## src/rtl/grid_placer_pkg.sv

```systemverilog
package grid_placer_pkg;
  typedef enum logic [1:0] {
    K_ALU    = 2'd0,
    K_LOAD   = 2'd1,
    K_STORE  = 2'd2,
    K_BRANCH = 2'd3
  } op_kind_t;
endpackage

```

## src/rtl/gp_reg_track.sv

```systemverilog
// Per-register tables: first free row after the last write, first free row
// after the last read of the current value, and the value's ready time.
module gp_reg_track #(
  parameter int NREGS  = 32,
  parameter int RIDX_W = 5,
  parameter int ROW_W  = 6,
  parameter int TIME_W = 12
) (
  input  logic              clk,
  input  logic              rst,
  input  logic              clr,
  input  logic [RIDX_W-1:0] a_idx,
  input  logic              a_use,
  input  logic [RIDX_W-1:0] b_idx,
  input  logic              b_use,
  input  logic [RIDX_W-1:0] d_idx,
  input  logic              upd_en,
  input  logic              upd_write,
  input  logic [ROW_W-1:0]  row_next,
  input  logic [TIME_W-1:0] upd_time,
  output logic [ROW_W-1:0]  a_minw,
  output logic [ROW_W-1:0]  b_minw,
  output logic [ROW_W-1:0]  d_minw,
  output logic [ROW_W-1:0]  d_minr,
  output logic [TIME_W-1:0] a_rdy,
  output logic [TIME_W-1:0] b_rdy
);
  logic [ROW_W-1:0]  minw_q [NREGS];
  logic [ROW_W-1:0]  minr_q [NREGS];
  logic [TIME_W-1:0] rdy_q  [NREGS];

  logic a_live, b_live;
  assign a_live = a_use && (a_idx != '0);
  assign b_live = b_use && (b_idx != '0);

  always_comb begin
    a_minw = a_live ? minw_q[a_idx] : '0;
    b_minw = b_live ? minw_q[b_idx] : '0;
    a_rdy  = a_live ? rdy_q[a_idx]  : '0;
    b_rdy  = b_live ? rdy_q[b_idx]  : '0;
    d_minw = (d_idx != '0) ? minw_q[d_idx] : '0;
    d_minr = (d_idx != '0) ? minr_q[d_idx] : '0;
  end

  always_ff @(posedge clk) begin
    if (rst || clr) begin
      for (int r = 0; r < NREGS; r++) begin
        minw_q[r] <= '0;
        minr_q[r] <= '0;
        rdy_q[r]  <= '0;
      end
    end else if (upd_en) begin
      for (int r = 1; r < NREGS; r++) begin
        if (upd_write && (d_idx == RIDX_W'(r))) begin
          minw_q[r] <= row_next;
          minr_q[r] <= row_next;
          rdy_q[r]  <= upd_time;
        end else if ((a_live && a_idx == RIDX_W'(r)) ||
                     (b_live && b_idx == RIDX_W'(r))) begin
          if (row_next > minr_q[r]) minr_q[r] <= row_next;
        end
      end
    end
  end

  // after a committed write, the destination's producer bound is nonzero
  p_write_seen_r3: assert property (@(posedge clk) disable iff (rst)
    (upd_en && upd_write && d_idx != '0 && !clr) |=> (d_minw == $past(row_next)) || (d_idx != $past(d_idx)));
endmodule

```

## src/rtl/gp_row_select.sv

```systemverilog
// Combinational row and completion-time selection.
module gp_row_select #(
  parameter int NROWS  = 32,
  parameter int ROW_W  = 6,
  parameter int TIME_W = 12,
  parameter int LAT_W  = 4
) (
  input  logic [ROW_W-1:0]  a_minw,
  input  logic [ROW_W-1:0]  b_minw,
  input  logic [ROW_W-1:0]  d_minw,
  input  logic [ROW_W-1:0]  d_minr,
  input  logic [ROW_W-1:0]  br_min,
  input  logic              is_write,
  input  logic [TIME_W-1:0] a_rdy,
  input  logic [TIME_W-1:0] b_rdy,
  input  logic [LAT_W-1:0]  lat,
  output logic [ROW_W-1:0]  row_need,
  output logic              fits,
  output logic [TIME_W-1:0] done_time
);
  localparam int NC = 5;
  logic [ROW_W-1:0] cand [NC];
  logic [ROW_W-1:0] stage [NC];

  assign cand[0] = a_minw;
  assign cand[1] = b_minw;
  assign cand[2] = br_min;
  assign cand[3] = is_write ? d_minw : '0;
  assign cand[4] = is_write ? d_minr : '0;

  assign stage[0] = cand[0];
  for (genvar i = 1; i < NC; i++) begin : g_max
    assign stage[i] = (cand[i] > stage[i-1]) ? cand[i] : stage[i-1];
  end

  assign row_need = stage[NC-1];
  assign fits     = (row_need < ROW_W'(NROWS));

  logic [TIME_W-1:0] base;
  assign base      = (a_rdy > b_rdy) ? a_rdy : b_rdy;
  assign done_time = base + TIME_W'(lat);
endmodule

```

## src/rtl/gp_mem_seq.sv

```systemverilog
// Program-order sequence counter for loads and stores.
module gp_mem_seq #(
  parameter int SEQ_W = 8
) (
  input  logic             clk,
  input  logic             rst,
  input  logic             clr,
  input  logic             inc,
  output logic [SEQ_W-1:0] cnt
);
  always_ff @(posedge clk) begin
    if (rst || clr) cnt <= '0;
    else if (inc)   cnt <= cnt + 1'b1;
  end

  // each memory operation advances the count by exactly one
  p_seq_step_r6: assert property (@(posedge clk) disable iff (rst)
    (inc && !clr) |=> cnt == $past(cnt) + 1'b1);
  p_seq_hold_r6: assert property (@(posedge clk) disable iff (rst)
    (!inc && !clr) |=> $stable(cnt));
endmodule

```

## src/rtl/grid_placer.sv

```systemverilog
module grid_placer #(
  parameter int NREGS  = 32,
  parameter int NROWS  = 32,
  parameter int LAT_W  = 4,
  parameter int TIME_W = 12,
  parameter int SEQ_W  = 8,
  localparam int RIDX_W = $clog2(NREGS),
  localparam int ROWI_W = $clog2(NROWS),
  localparam int ROW_W  = $clog2(NROWS) + 1
) (
  input  logic              clk,
  input  logic              rst,
  input  logic              flush,
  input  logic              in_valid,
  input  logic [1:0]        in_kind,
  input  logic [RIDX_W-1:0] in_dst,
  input  logic [RIDX_W-1:0] in_src_a,
  input  logic              in_use_a,
  input  logic [RIDX_W-1:0] in_src_b,
  input  logic              in_use_b,
  input  logic [LAT_W-1:0]  in_lat,
  output logic              out_valid,
  output logic [RIDX_W-1:0] out_col,
  output logic [ROWI_W-1:0] out_row,
  output logic              out_mem,
  output logic [SEQ_W-1:0]  out_seq,
  output logic [TIME_W-1:0] out_time,
  output logic              full
);
  import grid_placer_pkg::*;

  op_kind_t kind;
  assign kind = op_kind_t'(in_kind);

  logic is_write, is_mem, is_branch, dropped, accept, commit, overflow;
  assign is_write  = (kind == K_ALU) || (kind == K_LOAD);
  assign is_mem    = (kind == K_LOAD) || (kind == K_STORE);
  assign is_branch = (kind == K_BRANCH);
  assign dropped   = is_write && (in_dst == '0);
  assign accept    = in_valid && !full && !flush;

  logic [ROW_W-1:0]  a_minw, b_minw, d_minw, d_minr, row_need, row_next;
  logic [TIME_W-1:0] a_rdy, b_rdy, done_time;
  logic              fits;
  logic [ROW_W-1:0]  br_q;
  logic [SEQ_W-1:0]  seq_cnt;

  assign commit   = accept && !dropped && fits;
  assign overflow = accept && !dropped && !fits;
  assign row_next = row_need + 1'b1;

  gp_reg_track #(
    .NREGS(NREGS), .RIDX_W(RIDX_W), .ROW_W(ROW_W), .TIME_W(TIME_W)
  ) u_track (
    .clk(clk), .rst(rst), .clr(flush),
    .a_idx(in_src_a), .a_use(in_use_a),
    .b_idx(in_src_b), .b_use(in_use_b),
    .d_idx(in_dst),
    .upd_en(commit), .upd_write(is_write),
    .row_next(row_next), .upd_time(done_time),
    .a_minw(a_minw), .b_minw(b_minw),
    .d_minw(d_minw), .d_minr(d_minr),
    .a_rdy(a_rdy), .b_rdy(b_rdy)
  );

  gp_row_select #(
    .NROWS(NROWS), .ROW_W(ROW_W), .TIME_W(TIME_W), .LAT_W(LAT_W)
  ) u_sel (
    .a_minw(a_minw), .b_minw(b_minw),
    .d_minw(d_minw), .d_minr(d_minr),
    .br_min(br_q), .is_write(is_write),
    .a_rdy(a_rdy), .b_rdy(b_rdy), .lat(in_lat),
    .row_need(row_need), .fits(fits), .done_time(done_time)
  );

  gp_mem_seq #(.SEQ_W(SEQ_W)) u_seq (
    .clk(clk), .rst(rst), .clr(flush),
    .inc(commit && is_mem), .cnt(seq_cnt)
  );

  always_ff @(posedge clk) begin
    if (rst || flush)               br_q <= '0;
    else if (commit && is_branch)   br_q <= row_next;
  end

  always_ff @(posedge clk) begin
    if (rst || flush) begin
      out_valid <= 1'b0;
      out_col   <= '0;
      out_row   <= '0;
      out_mem   <= 1'b0;
      out_seq   <= '0;
      out_time  <= '0;
      full      <= 1'b0;
    end else begin
      out_valid <= commit;
      if (commit) begin
        out_col  <= is_write ? in_dst : '0;
        out_row  <= row_need[ROWI_W-1:0];
        out_mem  <= is_mem;
        out_seq  <= seq_cnt;
        out_time <= done_time;
      end
      if (overflow) full <= 1'b1;
    end
  end

  // the cycle after a flush shows an empty, non-full unit
  p_flush_clear_r10: assert property (@(posedge clk) disable iff (rst)
    $past(flush) |-> (!full && !out_valid));
  // full is sticky until flush
  p_full_hold_r9: assert property (@(posedge clk) disable iff (rst)
    (full && !flush) |=> full);
  // nothing is placed while full
  p_full_quiet_r9: assert property (@(posedge clk) disable iff (rst)
    full |-> !out_valid);
  // a writing instruction never lands in column 0
  p_col_nonzero_r8: assert property (@(posedge clk) disable iff (rst)
    (out_valid && ($past(in_kind) == 2'd0 || $past(in_kind) == 2'd1)) |-> out_col != '0);
  // completion never precedes the instruction's own latency
  p_time_floor_r7: assert property (@(posedge clk) disable iff (rst)
    out_valid |-> out_time >= TIME_W'($past(in_lat)));
  // a branch placement raises the branch bound past its row
  p_branch_bound_r5: assert property (@(posedge clk) disable iff (rst)
    (commit && is_branch) |=> br_q > ROW_W'(out_row));
endmodule

```

## config.mk

```make
export PLATFORM = sky130hd
export DESIGN_NAME = grid_placer
export DESIGN_NICKNAME = d
export VERILOG_FILES = /design/src/rtl/grid_placer_pkg.sv /design/src/rtl/gp_reg_track.sv /design/src/rtl/gp_row_select.sv /design/src/rtl/gp_mem_seq.sv /design/src/rtl/grid_placer.sv
export SDC_FILE = /design/constraint.sdc
export NUM_CORES = 2
export LEC_CHECK = 0
export BUFFER_PORTS_ARGS = -buffer_cell sky130_fd_sc_hd__buf_2
export CORE_UTILIZATION = 43
export DETAILED_ROUTE_END_ITERATION = 7
export HOLD_SLACK_MARGIN = 0.15
export PLACE_DENSITY_LB_ADDON = 0.15
export SLEW_MARGIN = 20
export SYNTH_ARGS = -nofsm -noshare
export SYNTH_HDL_FRONTEND = slang
export SYNTH_SLANG_ARGS = --single-unit
```

## constraint.sdc

```tcl
create_clock -name clk -period 17.7 [get_ports clk]
set_input_delay 1.77 -clock clk [delete_from_list [all_inputs] [get_ports clk]]
set_output_delay 1.77 -clock clk [all_outputs]
set_load 0.1 [all_outputs]
```

Yosys cells after proc, flatten, opt, wreduce, memory -nomap -nowiden
Memories as Yosys holds them, arrays and structs flattened.
Index checks and enable logic that the tools add are counted.
- flip-flop bits (word level): 47
- memory bits (writable): 768
- output and inout bits: 33
- memories kept: 3
- memories (memory ; words ; bits a word ; rd ports ; clocked after Yosys merged registers in ; wr ports ; line ; source):
    u_track.rdy_q ; 32 ; 12 ; 2 ; 0 ; 32 ; gp_reg_track.sv:30 ; logic [TIME_W-1:0] rdy_q [NREGS];
    u_track.minr_q ; 32 ; 6 ; 32 ; 0 ; 32 ; gp_reg_track.sv:29 ; logic [ROW_W-1:0] minr_q [NREGS];
    u_track.minw_q ; 32 ; 6 ; 3 ; 0 ; 32 ; gp_reg_track.sv:28 ; logic [ROW_W-1:0] minw_q [NREGS];
- add/subtract/negate cells: 3
- $lt $le $gt $ge: 37
- equal/unequal tests: 96
- multiplexer cells: 450
- bitwise gates (word level): 124
- reductions and logical operators: 146
- operators by type and width (operator ; number):
    two-way mux 6 bit ; 103
    two-way mux 12 bit ; 34
    two-way mux 1 bit ; 312
    equality test 5 bit, second input constant ; 48
    greater-than comparator 6 bit ; 35
    OR 1 bit ; 124
    equality test 5 x 4 -> 1 bit, second input constant ; 24
    logical AND 1 bit ; 103
    equality test 5 x 3 -> 1 bit, second input constant ; 12
    logical OR 1 bit ; 34
    equality test 5 x 2 -> 1 bit, second input constant ; 6
    equality test 5 x 1 -> 1 bit, second input constant ; 3
    nonzero test 5 bit ; 3
    adder 12 x 4 -> 12 bit ; 1
    greater-than comparator 12 bit ; 1
    adder 8 x 1 -> 8 bit, second input constant ; 1
    adder 6 x 1 -> 6 bit, second input constant ; 1
    less-than comparator 6 bit, second input constant ; 1
    zero test 5 bit ; 1
    two-way mux 5 bit ; 1
    equality test 2 bit, second input constant ; 2
    zero test 1 bit ; 4
    equality test 2 x 1 -> 1 bit, second input constant ; 1
    zero test 2 bit ; 1

Longest topological paths before layout
- depth after elaboration: 20
- depth in mapped cells: 64
- depth with buffers taken out: 53

By module
From an unflattened synthesis, not the netlist that was laid out.
- cells, all modules: 3690
- area total of the unflattened synthesis: 46530.9 um^2
- modules (own cells, without submodules) (module ; times used ; cells each ; area an instance (um^2) ; seq. area each (um^2)):
    gp_reg_track ; 1 ; 3178 ; 42419.4 ; 22341.4
    gp_row_select ; 1 ; 284 ; 2083.2 ; 0.0
    grid_placer ; 1 ; 190 ; 1682.9 ; 780.7
    gp_mem_seq ; 1 ; 38 ; 345.3 ; 160.2

Least setup slack after synthesis
Ideal clock, no wire load.
- path kind: in2reg
- from: input in_src_b[0]
- to: memory u_track.minr_q[8][0], enable pin
- arrival: 13985 ps
- required time: 17371 ps
- path slack: 3387 ps
- stages on the path: 59
- path buffers: 12
- cell sequence: buf_6 > buf_6 > buf_6 > buf_6 > buf_4 > buf_4 > mux4_2 > mux4_2 > nor2_1 > nor3_1 > ha_1 > nor2b_1 > o2111ai_1 > o211a_1 > nor2_1 > a21o_1 > inv_1 > ha_1 > [... 23 more ...] > a21oi_4 > inv_2 > buf_6 > buf_2 > buf_1 > ha_1 > nand3_2 > xnor2_2 > buf_2 > inv_1 > ha_1 > nand3_1 > or2_2 > a21o_1 > a41oi_1 > o32ai_1 > a22oi_1 > o21ai_0
- RTL lines (item ; line ; source):
    start: declaration ; grid_placer.sv:19 ; input logic [RIDX_W-1:0] in_src_b,
    end: declaration ; gp_reg_track.sv:29 ;

==> impl_metrics.ini <==
[yosys]
syn_nets = 3726
synth.distinct_cells = 93
yosys-top-cells-area = edfxtp_1, mux4_2, ha_1, nor2_1, dfxtp_1
synth-edff-count = 744
avgSynthCellArea_um2 = 13.2
synth_top_area_cell = edfxtp_1
syn_area_mm2 = 0.0462
ys_ff_latch = 791
yosysWarnings = 0
netlist_instances = 3500
synthArstFlopShare = 0
ys.flop_type = edfxtp_1
yosysTopAreaCellShare = 0.483
ys_seq_area_frac = 0.504

[place]
io_buffers = 59
dp_hpwl_um = 107000
numPlacedInstances = 4797
gp_congestion = 0.962
placed_area_mm2 = 0.0480
place_ws_ns = 2.25

[die]
start_util = 0.436
dieArea_mm2 = 0.109
rows = 119
die_w_um = 330
io_pins = 60
die_h_um = 330
core_area_mm2 = 0.106

[global_route]
top_usage_layer = met2
grt_first_pass_wirelength_um = 231000
use_met2 = 0.462
grt_util_met1 = 0.411
grt-ovfl-total = 0
grt_pass1_vias = 32500
grt.met3_usage = 0.0704
grt_start_max_net_pins = 74
antenna_found_initial = 10
grt_usage = 0.296

[sta]
timing.hold.ws_ns = 0.445
layout_setup_ws_ns = 2.84
min_period_ns = 14.86
clock.fmax_mhz = 67.3
setup_viol = 0
max_slew.worst_pin.slew_ns = 1.22
rsz0062_at_grt = no
worst_clock_skew_ns = 0.0480
tns_ns = 0
slew_headroom = 0.180
min_period_over_period = 0.840
hold_viol = 0
drv_slew = 0

[setup_path]
path_class = in2reg
cpMostUsedCell = ha_1
max_stage_delay_ns = 0.84
slowest_stage = inv_1
required_ns = 18.01
worstSetupStartpointType = primary input
crit_path_end_kind = flip-flop
crit_fanout = 57
cp_data_arrival_time_ns = 15.18

[min_path]
hold_class = reg2reg

[power_and_ir_drop]
total_power_mw = 8.98
p_per_area_mw_per_mm2 = 176
vdd_drop_max_mv = 0.344
p_leak_nw = 18.6

[layout]
fin_nets = 3725
fin_util = 0.481
final_area_mm2 = 0.0510
fill_cells = 9179
areaGrowthSynthToFinish_pct = 10.2
drive_gt1_frac = 0.235
layout.cells.non_filler = 4968

[drt]
drt_iter0_markers = 3941
wl_um = 160000
wl_per_cell_um = 32.1
viasPerCell = 6.55
drc = 0
first_pass_iters = 8
vias = 32600
postRouteAntennaNets = 0

[cts]
cts_root_buf = clkbuf_16
ctsHtreeMaxLevel = 3
cts_setup_buffers = 0
insertion_delay_ns = 0.70
numCtsBuffers = 90
cts_tree = built
ctsResizeCount = 0
cts_hold_buffers = 0
cts_max_path_buffers = 3
cts.sinks = 791
path_clk_slew_ns = 0.06

[status]
outcome = finished clean

[run]
drv_cap = 0
==> worst paths after layout <==
check	from	to	slack [ns]	cells past startpoint
hold / removal	out_col[0]$_SDFFE_PP0P_	out_col[0]$_SDFFE_PP0P_	0.45	2
setup reg to reg	u_track.minw_q[16][5]$_SDFFCE_PN0P_	u_track.minr_q[11][3]$_SDFFCE_PN0P_	4.50	44
hold reg to reg	out_col[0]$_SDFFE_PP0P_	out_col[0]$_SDFFE_PP0P_	0.45	2
setup / recovery	in_src_a[1]	u_track.minr_q[11][3]$_SDFFCE_PN0P_	2.84	47
==> registers in the layout, summed over array words and instances (netlist names) <==
register        cells
out_row             5
out_seq             8
br_q                6
full                1
u_track.minw_q    186
u_track.rdy_q     372
u_track.minr_q    186
u_seq.cnt           8
out_col             5
out_time           12
out_valid           1
out_mem             1
==> cell usage after synthesis, types with 6 or more instances <==
master	n
xor2_1	8
xnor2_1	8
inv_1	215
a21o_1	43
or2_2	33
clkbuf_1	110
a21oi_1	130
dfxtp_1	47
nand4_1	22
a31oi_1	13
and3_1	19
a22oi_1	16
o21a_1	16
ha_1	198
a22o_1	17
a211oi_1	10
nand2_1	179
o31ai_1	9
buf_1	24
buf_2	73
nor3_1	129
mux2i_1	35
a41oi_1	14
edfxtp_1	744
nor2_1	455
and2_1	6
a31o_1	9
nor2_2	7
mux2_2	47
nand3_1	64
buf_4	31
mux4_2	404
a311oi_1	7
or3_1	30
o32ai_1	9
a221oi_1	11
o211ai_1	18
buf_6	14
nand2b_1	30
o22ai_1	31
o21ai_1	14
o21ai_0	78
nor2b_1	31
==> critical path, delay by kind of cell <==
family | cells | cell delay [ns]
xor gates and xnor gates | 1 | 0.16
and+or+nand+nor | 13 | 2.45
buffers and inverters | 4 | 2.23
AOI/OAI and AO/OA | 22 | 6.08
adders and majority gates | 6 | 1.92
muxes | 1 | 0.41
==> final cells by class <==
| class | count | area, um^2 | area share |
|---|---|---|---|
| sequential | 791 | 23300 | 0.457 |
| multi-input combinational | 2239 | 21000 | 0.413 |
| clock buffer | 109 | 2380 | 0.0466 |
| tap | 1391 | 1740 | 0.0342 |
| timing repair buffer | 161 | 1110 | 0.0218 |
| inverter | 216 | 811 | 0.0159 |
| clock inverter | 57 | 588 | 0.0115 |
| antenna | 4 | 10.0 | 0.000196 |
==> cell usage in the layout (no fill, tap or decap), types with 30 or more instances in the layout <==
cell type	n
o22ai_1	31
nand2_1	179
mux2i_1	35
or2_2	32
dfxtp_1	47
edfxtp_1	744
or3_1	30
buf_4	103
nor2b_1	31
nor3_1	129
mux4_2	404
a21o_1	43
clkbuf_16	92
mux2_2	47
nor2_1	451
buf_2	52
a21oi_1	130
inv_1	214
ha_1	198
nand2b_1	30
o21ai_0	66
nand3_1	64
==> kinds of logic (layout without fill, tap and decap cells) <==
group           count (synthesis)  in the layout  share of synthesized area
fa+ha+maj                     199            199                     0.0540
xor+xnor                       20             20                    0.00468
mux                           486            486                      0.216
simple gates                 1037           1037                      0.103
compound gates                497            497                     0.0738
flops                         791            791                      0.504
buf+inv                       470            543                     0.0454
other cells                     0              4                          0
==> per-layer routing <==
metal,routed length [um],vias up,share of wire
met1,64700,17000,0.41
li1,-,13600,-
met5,65,-,0.00041
met2,73600,1739,0.46
met3,16900,260,0.11
met4,4320,10,0.027
==> report_power, final <==
part,internal (mW),switching (mW)
Sequential,2.36,0.149
Combinational,1.67,2.91
Clock,1.09,0.798
Total,5.12,3.86
No activity file was read; power rests on OpenSTA's default activity.
